<file path="src/rtl/codec_clk_pkg.sv">
package codec_clk_pkg;
  localparam int unsigned DIV_W = 3;

  typedef struct packed {
    logic [DIV_W-1:0] div;
    logic             hi_range;
  } ccg_cfg_t;

  // ratio code -> prescaler divisor; unlisted low-fs codes fall back to div 1
  function automatic ccg_cfg_t ccg_decode(input logic [1:0] ratio, input logic low_fs);
    ccg_cfg_t c;
    c.hi_range = low_fs;
    if (!low_fs) c.div = {1'b0, ratio} + 3'd1;
    else         c.div = (ratio == 2'b01) ? 3'd2 : 3'd1;
    return c;
  endfunction
endpackage

</file>
<file path="src/rtl/ccg_sel_guard.sv">
module ccg_sel_guard #(
  parameter int unsigned SEL_W = 3
) (
  input  logic             clk_i,
  input  logic             rst_ni,
  input  logic [SEL_W-1:0] sel_i,
  output logic             restart_o
);
  logic [SEL_W-1:0] sel_q;

  always_ff @(posedge clk_i or negedge rst_ni) begin
    if (!rst_ni) sel_q <= '0;
    else         sel_q <= sel_i;
  end

  assign restart_o = (sel_i != sel_q);
endmodule

</file>
<file path="src/rtl/ccg_prescaler.sv">
module ccg_prescaler
  import codec_clk_pkg::*;
(
  input  logic             clk_i,
  input  logic             rst_ni,
  input  logic             restart_i,
  input  logic [DIV_W-1:0] div_i,
  output logic             tick_o,
  output logic             conv_en_o,
  output logic             conv_clk_o
);
  logic [DIV_W-1:0] pre_q, pre_d, last;

  assign last = div_i - 3'd1;

  always_comb begin
    if (restart_i)          pre_d = '0;
    else if (pre_q == last) pre_d = '0;
    else                    pre_d = pre_q + 3'd1;
  end

  assign tick_o = !restart_i && (pre_q == last);

  always_ff @(posedge clk_i or negedge rst_ni) begin
    if (!rst_ni) begin
      pre_q      <= '0;
      conv_en_o  <= 1'b0;
      conv_clk_o <= 1'b0;
    end else begin
      pre_q      <= pre_d;
      conv_en_o  <= (pre_d == last);
      conv_clk_o <= (pre_d < (div_i >> 1));
    end
  end

  assert_pre_bound_R2: assert property (@(posedge clk_i) disable iff (!rst_ni)
    !restart_i |-> (pre_q < div_i));
  assert_restart_phase_R9: assert property (@(posedge clk_i) disable iff (!rst_ni)
    restart_i |=> (pre_q == '0));
  assert_clk_low_at_en_R4: assert property (@(posedge clk_i) disable iff (!rst_ni)
    conv_en_o |-> !conv_clk_o);
endmodule

</file>
<file path="src/rtl/ccg_frame_counter.sv">
module ccg_frame_counter #(
  parameter int unsigned CONV_PER_FS_LO = 256,
  parameter int unsigned BITS_PER_FS    = 64
) (
  input  logic clk_i,
  input  logic rst_ni,
  input  logic restart_i,
  input  logic tick_i,
  input  logic hi_range_i,
  input  logic master_i,
  output logic bclk_o,
  output logic lrck_o
);
  localparam int unsigned FRAME_HI = 2 * CONV_PER_FS_LO;
  localparam int unsigned CNT_W    = $clog2(FRAME_HI);
  localparam int unsigned B_LO     = $clog2(CONV_PER_FS_LO / BITS_PER_FS) - 1;
  localparam int unsigned L_LO     = $clog2(CONV_PER_FS_LO) - 1;
  localparam logic [CNT_W-1:0] LAST_LO = CNT_W'(CONV_PER_FS_LO - 1);
  localparam logic [CNT_W-1:0] LAST_HI = CNT_W'(FRAME_HI - 1);

  logic [CNT_W-1:0] cnt_q, cnt_d, last;
  logic             bclk_d, lrck_d;

  assign last = hi_range_i ? LAST_HI : LAST_LO;

  always_comb begin
    if (restart_i)   cnt_d = '0;
    else if (tick_i) cnt_d = (cnt_q == last) ? '0 : cnt_q + 1'b1;
    else             cnt_d = cnt_q;
  end

  // tap positions move up one bit in the low-fs range
  assign bclk_d = master_i & (hi_range_i ? cnt_d[B_LO+1] : cnt_d[B_LO]);
  assign lrck_d = master_i & (hi_range_i ? cnt_d[L_LO+1] : cnt_d[L_LO]);

  always_ff @(posedge clk_i or negedge rst_ni) begin
    if (!rst_ni) begin
      cnt_q  <= '0;
      bclk_o <= 1'b0;
      lrck_o <= 1'b0;
    end else begin
      cnt_q  <= cnt_d;
      bclk_o <= bclk_d;
      lrck_o <= lrck_d;
    end
  end

  assert_cnt_bound_R6: assert property (@(posedge clk_i) disable iff (!rst_ni)
    !restart_i |-> (cnt_q <= last));
endmodule

</file>
<file path="src/rtl/ccg_aux_div.sv">
module ccg_aux_div (
  input  logic clk_i,
  input  logic rst_ni,
  input  logic restart_i,
  output logic aux_clk_o
);
  always_ff @(posedge clk_i or negedge rst_ni) begin
    if (!rst_ni)        aux_clk_o <= 1'b0;
    else if (restart_i) aux_clk_o <= 1'b0;
    else                aux_clk_o <= ~aux_clk_o;
  end
endmodule

</file>
<file path="src/rtl/codec_clk_gen.sv">
module codec_clk_gen
  import codec_clk_pkg::*;
#(
  parameter int unsigned CONV_PER_FS_LO = 256,
  parameter int unsigned BITS_PER_FS    = 64
) (
  input  logic       clk_i,
  input  logic       rst_ni,
  input  logic [1:0] ratio_sel_i,
  input  logic       low_fs_i,
  input  logic       master_i,
  output logic       conv_en_o,
  output logic       conv_clk_o,
  output logic       aux_clk_o,
  output logic       bclk_o,
  output logic       lrck_o
);
  ccg_cfg_t cfg;
  logic     restart, tick;

  assign cfg = ccg_decode(ratio_sel_i, low_fs_i);

  ccg_sel_guard #(.SEL_W(3)) u_guard (
    .clk_i, .rst_ni,
    .sel_i    ({low_fs_i, ratio_sel_i}),
    .restart_o(restart)
  );

  ccg_prescaler u_pre (
    .clk_i, .rst_ni,
    .restart_i (restart),
    .div_i     (cfg.div),
    .tick_o    (tick),
    .conv_en_o,
    .conv_clk_o
  );

  ccg_frame_counter #(
    .CONV_PER_FS_LO(CONV_PER_FS_LO),
    .BITS_PER_FS   (BITS_PER_FS)
  ) u_frame (
    .clk_i, .rst_ni,
    .restart_i (restart),
    .tick_i    (tick),
    .hi_range_i(cfg.hi_range),
    .master_i,
    .bclk_o,
    .lrck_o
  );

  ccg_aux_div u_aux (
    .clk_i, .rst_ni,
    .restart_i(restart),
    .aux_clk_o
  );

  // checker-only history flags
  logic [1:0] arm_q;
  always_ff @(posedge clk_i or negedge rst_ni) begin
    if (!rst_ni) arm_q <= '0;
    else         arm_q <= {arm_q[0], 1'b1};
  end

  assert_aux_toggle_R5: assert property (@(posedge clk_i) disable iff (!rst_ni)
    (arm_q[0] && !$past(restart)) |-> (aux_clk_o != $past(aux_clk_o)));
  assert_bclk_on_tick_R6: assert property (@(posedge clk_i) disable iff (!rst_ni)
    (arm_q[1] && !$stable(bclk_o) && !$past(restart) && $past(master_i) && $past(master_i, 2))
      |-> $past(conv_en_o));
  assert_lrck_on_bclk_fall_R7: assert property (@(posedge clk_i) disable iff (!rst_ni)
    (arm_q[1] && !$stable(lrck_o) && $past(master_i) && $past(master_i, 2)) |-> !bclk_o);
  assert_slave_quiet_R8: assert property (@(posedge clk_i) disable iff (!rst_ni)
    (arm_q[0] && !$past(master_i)) |-> (!bclk_o && !lrck_o));
  assert_restart_clear_R9: assert property (@(posedge clk_i) disable iff (!rst_ni)
    (arm_q[0] && $past(restart)) |-> (!aux_clk_o && !bclk_o && !lrck_o));
endmodule

</file>
<file path="config.mk">
export PLATFORM = sky130hd
export DESIGN_NAME = codec_clk_gen
export DESIGN_NICKNAME = d
export VERILOG_FILES = /design/src/rtl/codec_clk_pkg.sv /design/src/rtl/ccg_sel_guard.sv /design/src/rtl/ccg_prescaler.sv /design/src/rtl/ccg_frame_counter.sv /design/src/rtl/ccg_aux_div.sv /design/src/rtl/codec_clk_gen.sv
export SDC_FILE = /design/constraint.sdc
export NUM_CORES = 1
export LEC_CHECK = 0
export BUFFER_PORTS_ARGS = -buffer_cell sky130_fd_sc_hd__buf_2
export CORE_MARGIN = 2
export CORE_UTILIZATION = 45
export DETAILED_ROUTE_END_ITERATION = 10
export GPL_TIMING_DRIVEN = 1
export PLACE_DENSITY = 0.72
export SETUP_SLACK_MARGIN = 0.5
export SYNTH_ARGS = -nofsm -noshare
export SYNTH_HDL_FRONTEND = slang
export SYNTH_HIERARCHICAL = 1
export SYNTH_SLANG_ARGS = --single-unit
</file>
<file path="constraint.sdc">
create_clock -name clk_i -period 2.19 [get_ports clk_i]
set_input_delay 0.1095 -clock clk_i [delete_from_list [all_inputs] [get_ports clk_i]]
set_output_delay 0.1095 -clock clk_i [all_outputs]
set_load 0.03 [all_outputs]
</file>
# Word-level counts from Yosys, hierarchy flattened
# Index checks and enable logic that the tools add are counted.
[op_classes]
addsub = 4
mul = 0
div_mod_pow = 0
n_lt_le_gt_ge = 1
eq_ne = 5
shifts = 0
muxes = 11
n_bitwise = 3
reduce_logical = 3
[op_table]
columns = ["op", "count"]
rows = [
  ["9-bit two-way mux", 4],
  ["9-bit by 1-bit adder with 9-bit output, second input constant", 1],
  ["9-bit == test", 1],
  ["3-bit two-way mux", 3],
  ["3-bit == test", 2],
  ["2-bit by 1-bit adder with 3-bit output, second input constant", 1],
  ["3-bit by 1-bit adder with 3-bit output, second input constant", 1],
  ["3-bit by 2-bit less-than comparator with 1-bit output", 1],
  ["1-bit two-way mux", 3],
  ["3-bit != test", 1],
  ["3-bit by 1-bit subtractor with 3-bit output, second input constant", 1],
  ["1-bit AND", 2],
  ["2-bit by 1-bit == test with 1-bit output, second input constant", 1],
  ["2-bit two-way mux", 1],
  ["2-bit nonzero test", 1],
  ["1-bit logical AND", 1],
  ["1-bit logical NOT", 1],
  ["1-bit NOT", 1],
]
[totals]
regBits = 20
latch_bits = 0
ramBits = 0
mem_bits_ro = 0
input_bits = 6
output_inout_bits = 5
word_cells = 36
memories = 0

# Depth between registers and ports, before layout
# Gate-level depths: netlist of run 1.
[logic_depth]
word_depth = 10
depth_mapped = 13
depth_no_buf = 12

# By module
# Netlist of run 1, hierarchy kept.
[modules_own_cells]
columns = ["mod", "instances", "cells_per_inst", "area_per_inst_um2", "seq_area_each_um2"]
rows = [
  ["ccg_frame_counter", 1, 68, 640.6, 275.3],
  ["ccg_prescaler", 1, 38, 370.4, 125.1],
  ["ccg_sel_guard", 1, 7, 106.4, 75.1],
  ["codec_clk_gen", 1, 8, 66.3, 0.0],
  ["ccg_aux_div", 1, 2, 28.8, 25.0],
]

# Worst setup path after synthesis of run 1
# Ideal clock, no wire load.
[synth_path]
path_kind = "input port to flip-flop"
from = "input port ratio_sel_i[1]"
to = "register u_frame.lrck_o"
setup_ps = 111
arrival_time_ps = 2407
required_ps = 2079
setup_slack_ps = -329
cell_stages = 11
path_buffers = 1
path_cell_list = "inv_1 > ha_1 > mux2i_1 > inv_1 > ha_1 > xor3_1 > nor4_1 > buf_2 > nand4_4 > mux2_4 > a2111oi_2"
[synth_lines]
columns = ["element", "line", "text"]
rows = [
  ["start, declared", "codec_clk_gen.sv:9", "input logic [1:0] ratio_sel_i,"],
  ["end signal, assigned", "ccg_frame_counter.sv:44", "lrck_o <= lrck_d;"],
  ["end, declared", "ccg_frame_counter.sv:12", "output logic lrck_o"],
]

# Worst setup path in the final report of run 1
[layout_path]
from = "register u_pre.pre_q[2]"
to = "register u_pre.conv_clk_o"
[layout_between]
elab_chain_len = 4
elab_cells_between_ends = 5
classes_between = "add/sub (1); order compare (1); eq/ne (1); mux (2)"
[layout_lines]
columns = ["element", "line", "text"]
rows = [
  ["start, declared", "ccg_prescaler.sv:12", "logic [DIV_W-1:0] pre_q, pre_d, last;"],
  ["start signal, assigned", "ccg_prescaler.sv:30", "pre_q <= pre_d;"],
  ["3-bit == test", "ccg_prescaler.sv:18", "else if (pre_q == last) pre_d = '0;"],
  ["3-bit two-way mux", "ccg_prescaler.sv:18", ""],
  ["3-bit two-way mux", "ccg_prescaler.sv:17", "if (restart_i) pre_d = '0;"],
  ["net u_pre.pre_d[1]", "ccg_prescaler.sv:12", ""],
  ["3-bit by 2-bit less-than comparator with 1-bit output", "ccg_prescaler.sv:32", "conv_clk_o <= (pre_d < (div_i >> 1));"],
  ["end signal, assigned", "ccg_prescaler.sv:32", ""],
  ["end, declared", "ccg_prescaler.sv:10", "output logic conv_clk_o"],
]
# The timed path passes the listed nets, and every way through them passes these cells.
# A chain may end at the register's enable or synchronous reset.

==> impl_metrics.json, run 1 <==
{
  "status": "completed",
  "peakVddDrop_v": 0.000363,
  "clk_pin_slew_ns": 0.11,
  "firstDrtPassIters": 4,
  "cts.sinks": 20,
  "powerDensity_nw_per_um2": 473,
  "dp.final_hpwl_um": 1760,
  "die-area_um2": 3130,
  "worstHoldPathType": "input port to flop",
  "final_nets": 177,
  "rsz0062_at_grt": "true",
  "initial_core_util": 0.481,
  "clkLatencyLatePin_ns": 0.30,
  "leakagePower_uw": 0.000801,
  "dp_worst_setup_slack_ns": -0.183,
  "slew_viol_final": 0,
  "gp_congestion": 0.745,
  "grt_start_max_net_pins": 21,
  "clock.fmax_mhz": 507,
  "viasPerCell": 5.43,
  "startpoint": "u_pre/pre_q[2]",
  "endpoint": "u_pre/conv_clk_o",
  "setup_slack_ns": 0.217,
  "syn_area_um2": 1210,
  "wl_per_cell_um": 14.6,
  "grt_antenna_before_repair": 0,
  "end_kind": "flop",
  "synthCells": 123,
  "synth_most_common_cell": "dfrtp_1",
  "syn-num-nets": 136,
  "timing.rr.end": "u_pre/conv_clk_o",
  "synth_top_area_cell": "dfrtp_1",
  "drive_above_1_share": 0.479,
  "drt-total-wl_um": 2820,
  "track_usage": 0.191,
  "num-fill-cells": 180,
  "reg2reg_setup_slack_ns": 0.22,
  "die_w_um": 55.9,
  "clk_path_buf_depth": 2,
  "cp.arrival_ns": 2.19,
  "synth_area_leaders": "dfrtp_1, ha_1, xnor2_1",
  "finClkSkew_ns": 0.00194,
  "maxCapViolations": 0,
  "synth_warnings": 6,
  "r2r-start": "u_pre/pre_q[2]",
  "finalCriticalPeriod_ns": 1.97,
  "period_share": 0.901,
  "grt_pass1_wl_um": 4710,
  "synth_edf_count": 0,
  "drc": 0,
  "diodes": 0,
  "dpl-instance-area_um2": 1490,
  "port_buffers": 10,
  "critPathRequiredTime_ns": 2.41,
  "finalHoldViolCount": 0,
  "synth_seq_cells": 20,
  "die_h_um": 55.9,
  "finish.instance_area_um2": 1800,
  "report.final.setup_viol": 0,
  "synthDistinctLibCells": 39,
  "postSynthAreaPerCell_um2": 9.86,
  "drt_iter0_drc": 26,
  "syn2layout_area_growth_pct": 48.1,
  "crit_path_start_kind": "flop",
  "htreeDepth": 1,
  "async_reset_ff_frac": 1.00,
  "coreArea_um2": 2520,
  "yosysSeqAreaShare": 0.413,
  "fp-row-count": 18,
  "ioPinCount": 11,
  "ys_top_cells_by_count": "dfrtp_1, nor2_1, inv_1",
  "synth_ff_type": "dfrtp_1",
  "grt_pass1_vias": 1059,
  "tightest_slew_ns": 0.474,
  "grt_remaining_overflow": 0,
  "cts_root_buf": "clkbuf_4",
  "r2r_cells": 6,
  "finalPower_uw": 849,
  "crit_path_max_fanout": 3,
  "numCtsBuffers": 3,
  "netlist.area_leader.share": 0.413,
  "slew_headroom": 0.684,
  "via_count": 1048,
  "ant_nets": 0,
  "critPathKind": "flop to flop",
  "cts_tree": "yes"
}
metal layers:
layer  routed length (um)  share of wire  global-route usage  up-vias
met5                    0              0                   0        -
met4                   10         0.0036              0.0782        0
met3                   51          0.018              0.0233        2
met2                 1590           0.56               0.362       13
met1                 1160           0.41               0.215      521
li1                     -              -                   -      512
cells in the final DEF (no fill, tap or decap), drive strengths merged, types with 2 or more instances in the layout:
cell	count
buf	38
dfrtp	20
nor2	11
inv	10
xnor2	8
nand2	8
ha	7
o21ai	6
a21oi	5
nand3	5
clkbuf	4
nor2b	4
and3	4
and2	3
nand4	3
mux2i	3
xor2	2
nand2b	2
a211oi	2
a31oi	2
o31ai	2
stage by stage:
step,setup TNS (ns),instances,util,hold slack (ns)
2_1_floorplan,0,123,-,-0.186
3_3_place_gp,-0.140,177,0.591,0.0761
3_5_place_dp,-0.584,177,0.591,0.0918
4_1_cts,0,190,0.671,0.0648
5_1_grt,0,193,0.712,0.0817
6_report,0,193,0.712,0.0835
cell type report:
| cell class | instances | area, um2 | area share |
|---|---|---|---|
| tap | 30 | 37.5 | 0.0209 |
| timing repair buffer | 39 | 322 | 0.179 |
| inverter | 10 | 50.0 | 0.0279 |
| multi-input combinational | 90 | 850 | 0.473 |
| sequential | 20 | 500 | 0.279 |
| clock buffer | 4 | 36.3 | 0.0202 |
sequential cells by signal, indices dropped and copies added, names as in the netlist:
signal,cells
u_pre/conv_en_o,1
u_aux/aux_clk_o,1
u_frame/bclk_o,1
u_pre/conv_clk_o,1
u_frame/cnt_q,9
u_pre/pre_q,3
u_guard/sel_q,3
u_frame/lrck_o,1
how the worst min path moves through the flow:
stage,start,to,slack [ns],cells after the start
global placement,rst_ni,u_frame/cnt_q[2],0.08,1
global route,master_i,u_frame/lrck_o,0.08,3
detailed placement,rst_ni,u_frame/cnt_q[2],0.09,1
floorplan,rst_ni,u_aux/aux_clk_o,-0.19,0
finish,master_i,u_frame/lrck_o,0.08,3
CTS,master_i,u_frame/bclk_o,0.06,3
cells by family after synthesis:
family | after synthesis | synth area share
simple gates | 45 | 0.206
compound gates | 23 | 0.137
flops | 20 | 0.413
buf+inv | 13 | 0.0423
xor+xnor | 11 | 0.0918
fa+ha+maj | 7 | 0.0722
mux | 4 | 0.0371
timing repair:
action | in CTS | in global routing
setup buffers | 8 | 3
gates resized for setup | 25 | 20
setup endpoints to repair | 12 | 13
hold buffers | 1 | 0
hold endpoints to repair | 20 | 0
pin swaps | 15 | 10
power by group:
| part | total, uW | internal, uW | switching (uW) |
|---|---|---|---|
| Clock | 214 | 101 | 113 |
| Sequential | 388 | 381 | 6.47 |
| Combinational | 247 | 120 | 127 |
worst max-delay path: stages, from the launching register on:
cell and delay, ns:
dfrtp_1 0.40, xor3_1 0.47, buf_6 0.14, o31ai_4 0.28
nor2_2 0.09, ha_1 0.31, a211oi_2 0.21
(Power assumes the default switching activity.)
==> inputs of run 2 (changes only) <==
- REMOVE_ABC_BUFFERS: unset -> 1
==> impl_metrics.json, run 2 (synthesized netlist as in run 1, its figures left out) <==
{
  "finish.instance_area_um2": 1800,
  "min_from": "ratio_sel_i[1]",
  "cts_root_buf": "clkbuf_4",
  "via_count": 1082,
  "p_int_uw": 577,
  "tightest_slew_ns": 0.466,
  "critPathRequiredTime_ns": 2.42,
  "reg2reg_setup_slack_ns": 0.26,
  "dpl-instance-area_um2": 1450,
  "crit_path_max_fanout": 5,
  "r2r-start": "u_pre/pre_q[0]",
  "clkPwrFrac": 0.215,
  "wl_per_cell_um": 15.9,
  "drt_iter0_drc": 22,
  "regMostFlops": "u_frame/cnt_q",
  "peakVddDrop_v": 0.000523,
  "swShare": 0.310,
  "whs_ns": 0.0253,
  "ant_nets": 0,
  "largest_reg_flops": 9,
  "port_buffers": 10,
  "clkLatencyLatePin_ns": 0.31,
  "status": "completed",
  "maxCapViolations": 0,
  "crit_path_start_kind": "input port",
  "finalHoldViolCount": 0,
  "coreArea_um2": 2520,
  "slew_viol_final": 0,
  "final_nets": 180,
  "drt-total-wl_um": 3100,
  "rsz0062_at_grt": "true",
  "leakagePower_uw": 0.000827,
  "drc": 0,
  "clk_path_buf_depth": 2,
  "clock.fmax_mhz": 511,
  "die-area_um2": 3130,
  "dp.cells": 182,
  "timing.rr.end": "u_frame/bclk_o",
  "pwr-share-comb": 0.320,
  "worstHoldPathType": "input port to flop",
  "syn2layout_area_growth_pct": 48.7,
  "finClkSkew_ns": 0.00246,
  "firstDrtPassIters": 4,
  "grt_pass1_vias": 1136,
  "track_usage": 0.188,
  "initial_core_util": 0.481,
  "finalCriticalPeriod_ns": 1.96,
  "r2r_cells": 8,
  "hold_depth": 2,
  "report.final.setup_viol": 0,
  "diodes": 0,
  "final_cells": 195,
  "period_share": 0.894,
  "final_cell_mix": "buf_4, dfrtp_1, buf_2",
  "grt_antenna_before_repair": 0,
  "die_h_um": 55.9,
  "largestRegisters": "u_frame/cnt_q: 9 flops, u_guard/sel_q: 3 flops, u_pre/pre_q: 3 flops",
  "cts.sinks": 20,
  "critPathKind": "input port to flop",
  "die_w_um": 55.9,
  "power_frac_seq": 0.465,
  "ioPinCount": 11,
  "hold_end": "u_guard/sel_q[1]",
  "numCtsBuffers": 3,
  "grt_remaining_overflow": 0,
  "cts_tree": "yes",
  "htreeDepth": 1,
  "p_sw_uw": 259,
  "clk_pin_slew_ns": 0.11,
  "fp-row-count": 18,
  "grt_pass1_wl_um": 4660,
  "final_common_cell": "buf_4",
  "viasPerCell": 5.55,
  "gp_congestion": 0.799,
  "grt_start_max_net_pins": 21,
  "end_kind": "flop",
  "cp.arrival_ns": 2.18,
  "slew_headroom": 0.689,
  "finalSetupTns_ns": 0,
  "dp.final_hpwl_um": 1880,
  "drive_above_1_share": 0.497,
  "powerDensity_nw_per_um2": 464
}
## run 2: changes by cell type in the layout (fill, tap and decap cells not counted), sizes merged
cell    change
clkbuf      -1
buf         +3
## run 2: repair_timing
item	4_1_cts	5_1_grt
endpoints found under the setup margin	16	14
hold buffers	1	0
gates resized for setup	29	29
endpoints found under the hold margin	20	0
buffers inserted	4	5
pin swaps	10	15
## run 2: per-stage QoR
stage | worst slack [ns] | utilization | total power (uW)
finish | 0.233 | 0.715 | 836
CTS | 0.171 | 0.645 | 787
floorplan | -0.954 | - | 495
global placement | -0.343 | 0.575 | 571
global route | 0.148 | 0.715 | 879
detailed placement | -0.438 | 0.575 | 579
## run 2: how the worst max path moves through the flow
stage	cells past startpoint	from	slack, ns	to
after CTS	6	u_pre/pre_q[2]	0.17	u_frame/lrck_o
after global placement	12	ratio_sel_i[1]	-0.34	u_frame/lrck_o
after global routing	12	ratio_sel_i[0]	0.15	u_frame/bclk_o
after detailed placement	12	ratio_sel_i[1]	-0.44	u_frame/lrck_o
after floorplan	10	ratio_sel_i[1]	-0.95	u_frame/lrck_o
final	14	ratio_sel_i[1]	0.23	u_frame/bclk_o
## run 2: routing by layer
layer | GRT usage | share of wire | vias to the layer above
met3 | 0.0558 | 0.030 | 4
met2 | 0.347 | 0.55 | 22
li1 | - | - | 510
met4 | 0.0646 | 0.011 | 0
met1 | 0.203 | 0.40 | 546
met5 | 0 | 0 | -
## run 2: cell type report
type / instances / area [um2]
Tap cell: 30 / 37.5
Clock buffer: 3 / 22.5
Timing Repair Buffer: 42 / 333
Multi-Input combinational cell: 90 / 867
Sequential cell: 20 / 500
Inverter: 10 / 42.5
Fill cell: 180 / 719
## run 2: power by group through the flow
stage	registers, uW	clock network (uW)	logic [uW]
floorplan	411	0	84.9
global placement	394	0	177
detailed placement	395	0	184
CTS	389	185	213
global route	391	202	286
finish	389	180	268
## run 2: worst max-delay path, stage by stage
cell and delay [ns]:
buf_8 0.10, inv_6 0.05, ha_4 0.20, o21ai_4 0.15, inv_2 0.06, ha_4 0.26
xnor2_4 0.14, nor4_2 0.21, buf_4 0.20, buf_6 0.12, nand2_4 0.05, xor2_2 0.14
or2_4 0.27, o32ai_2 0.11
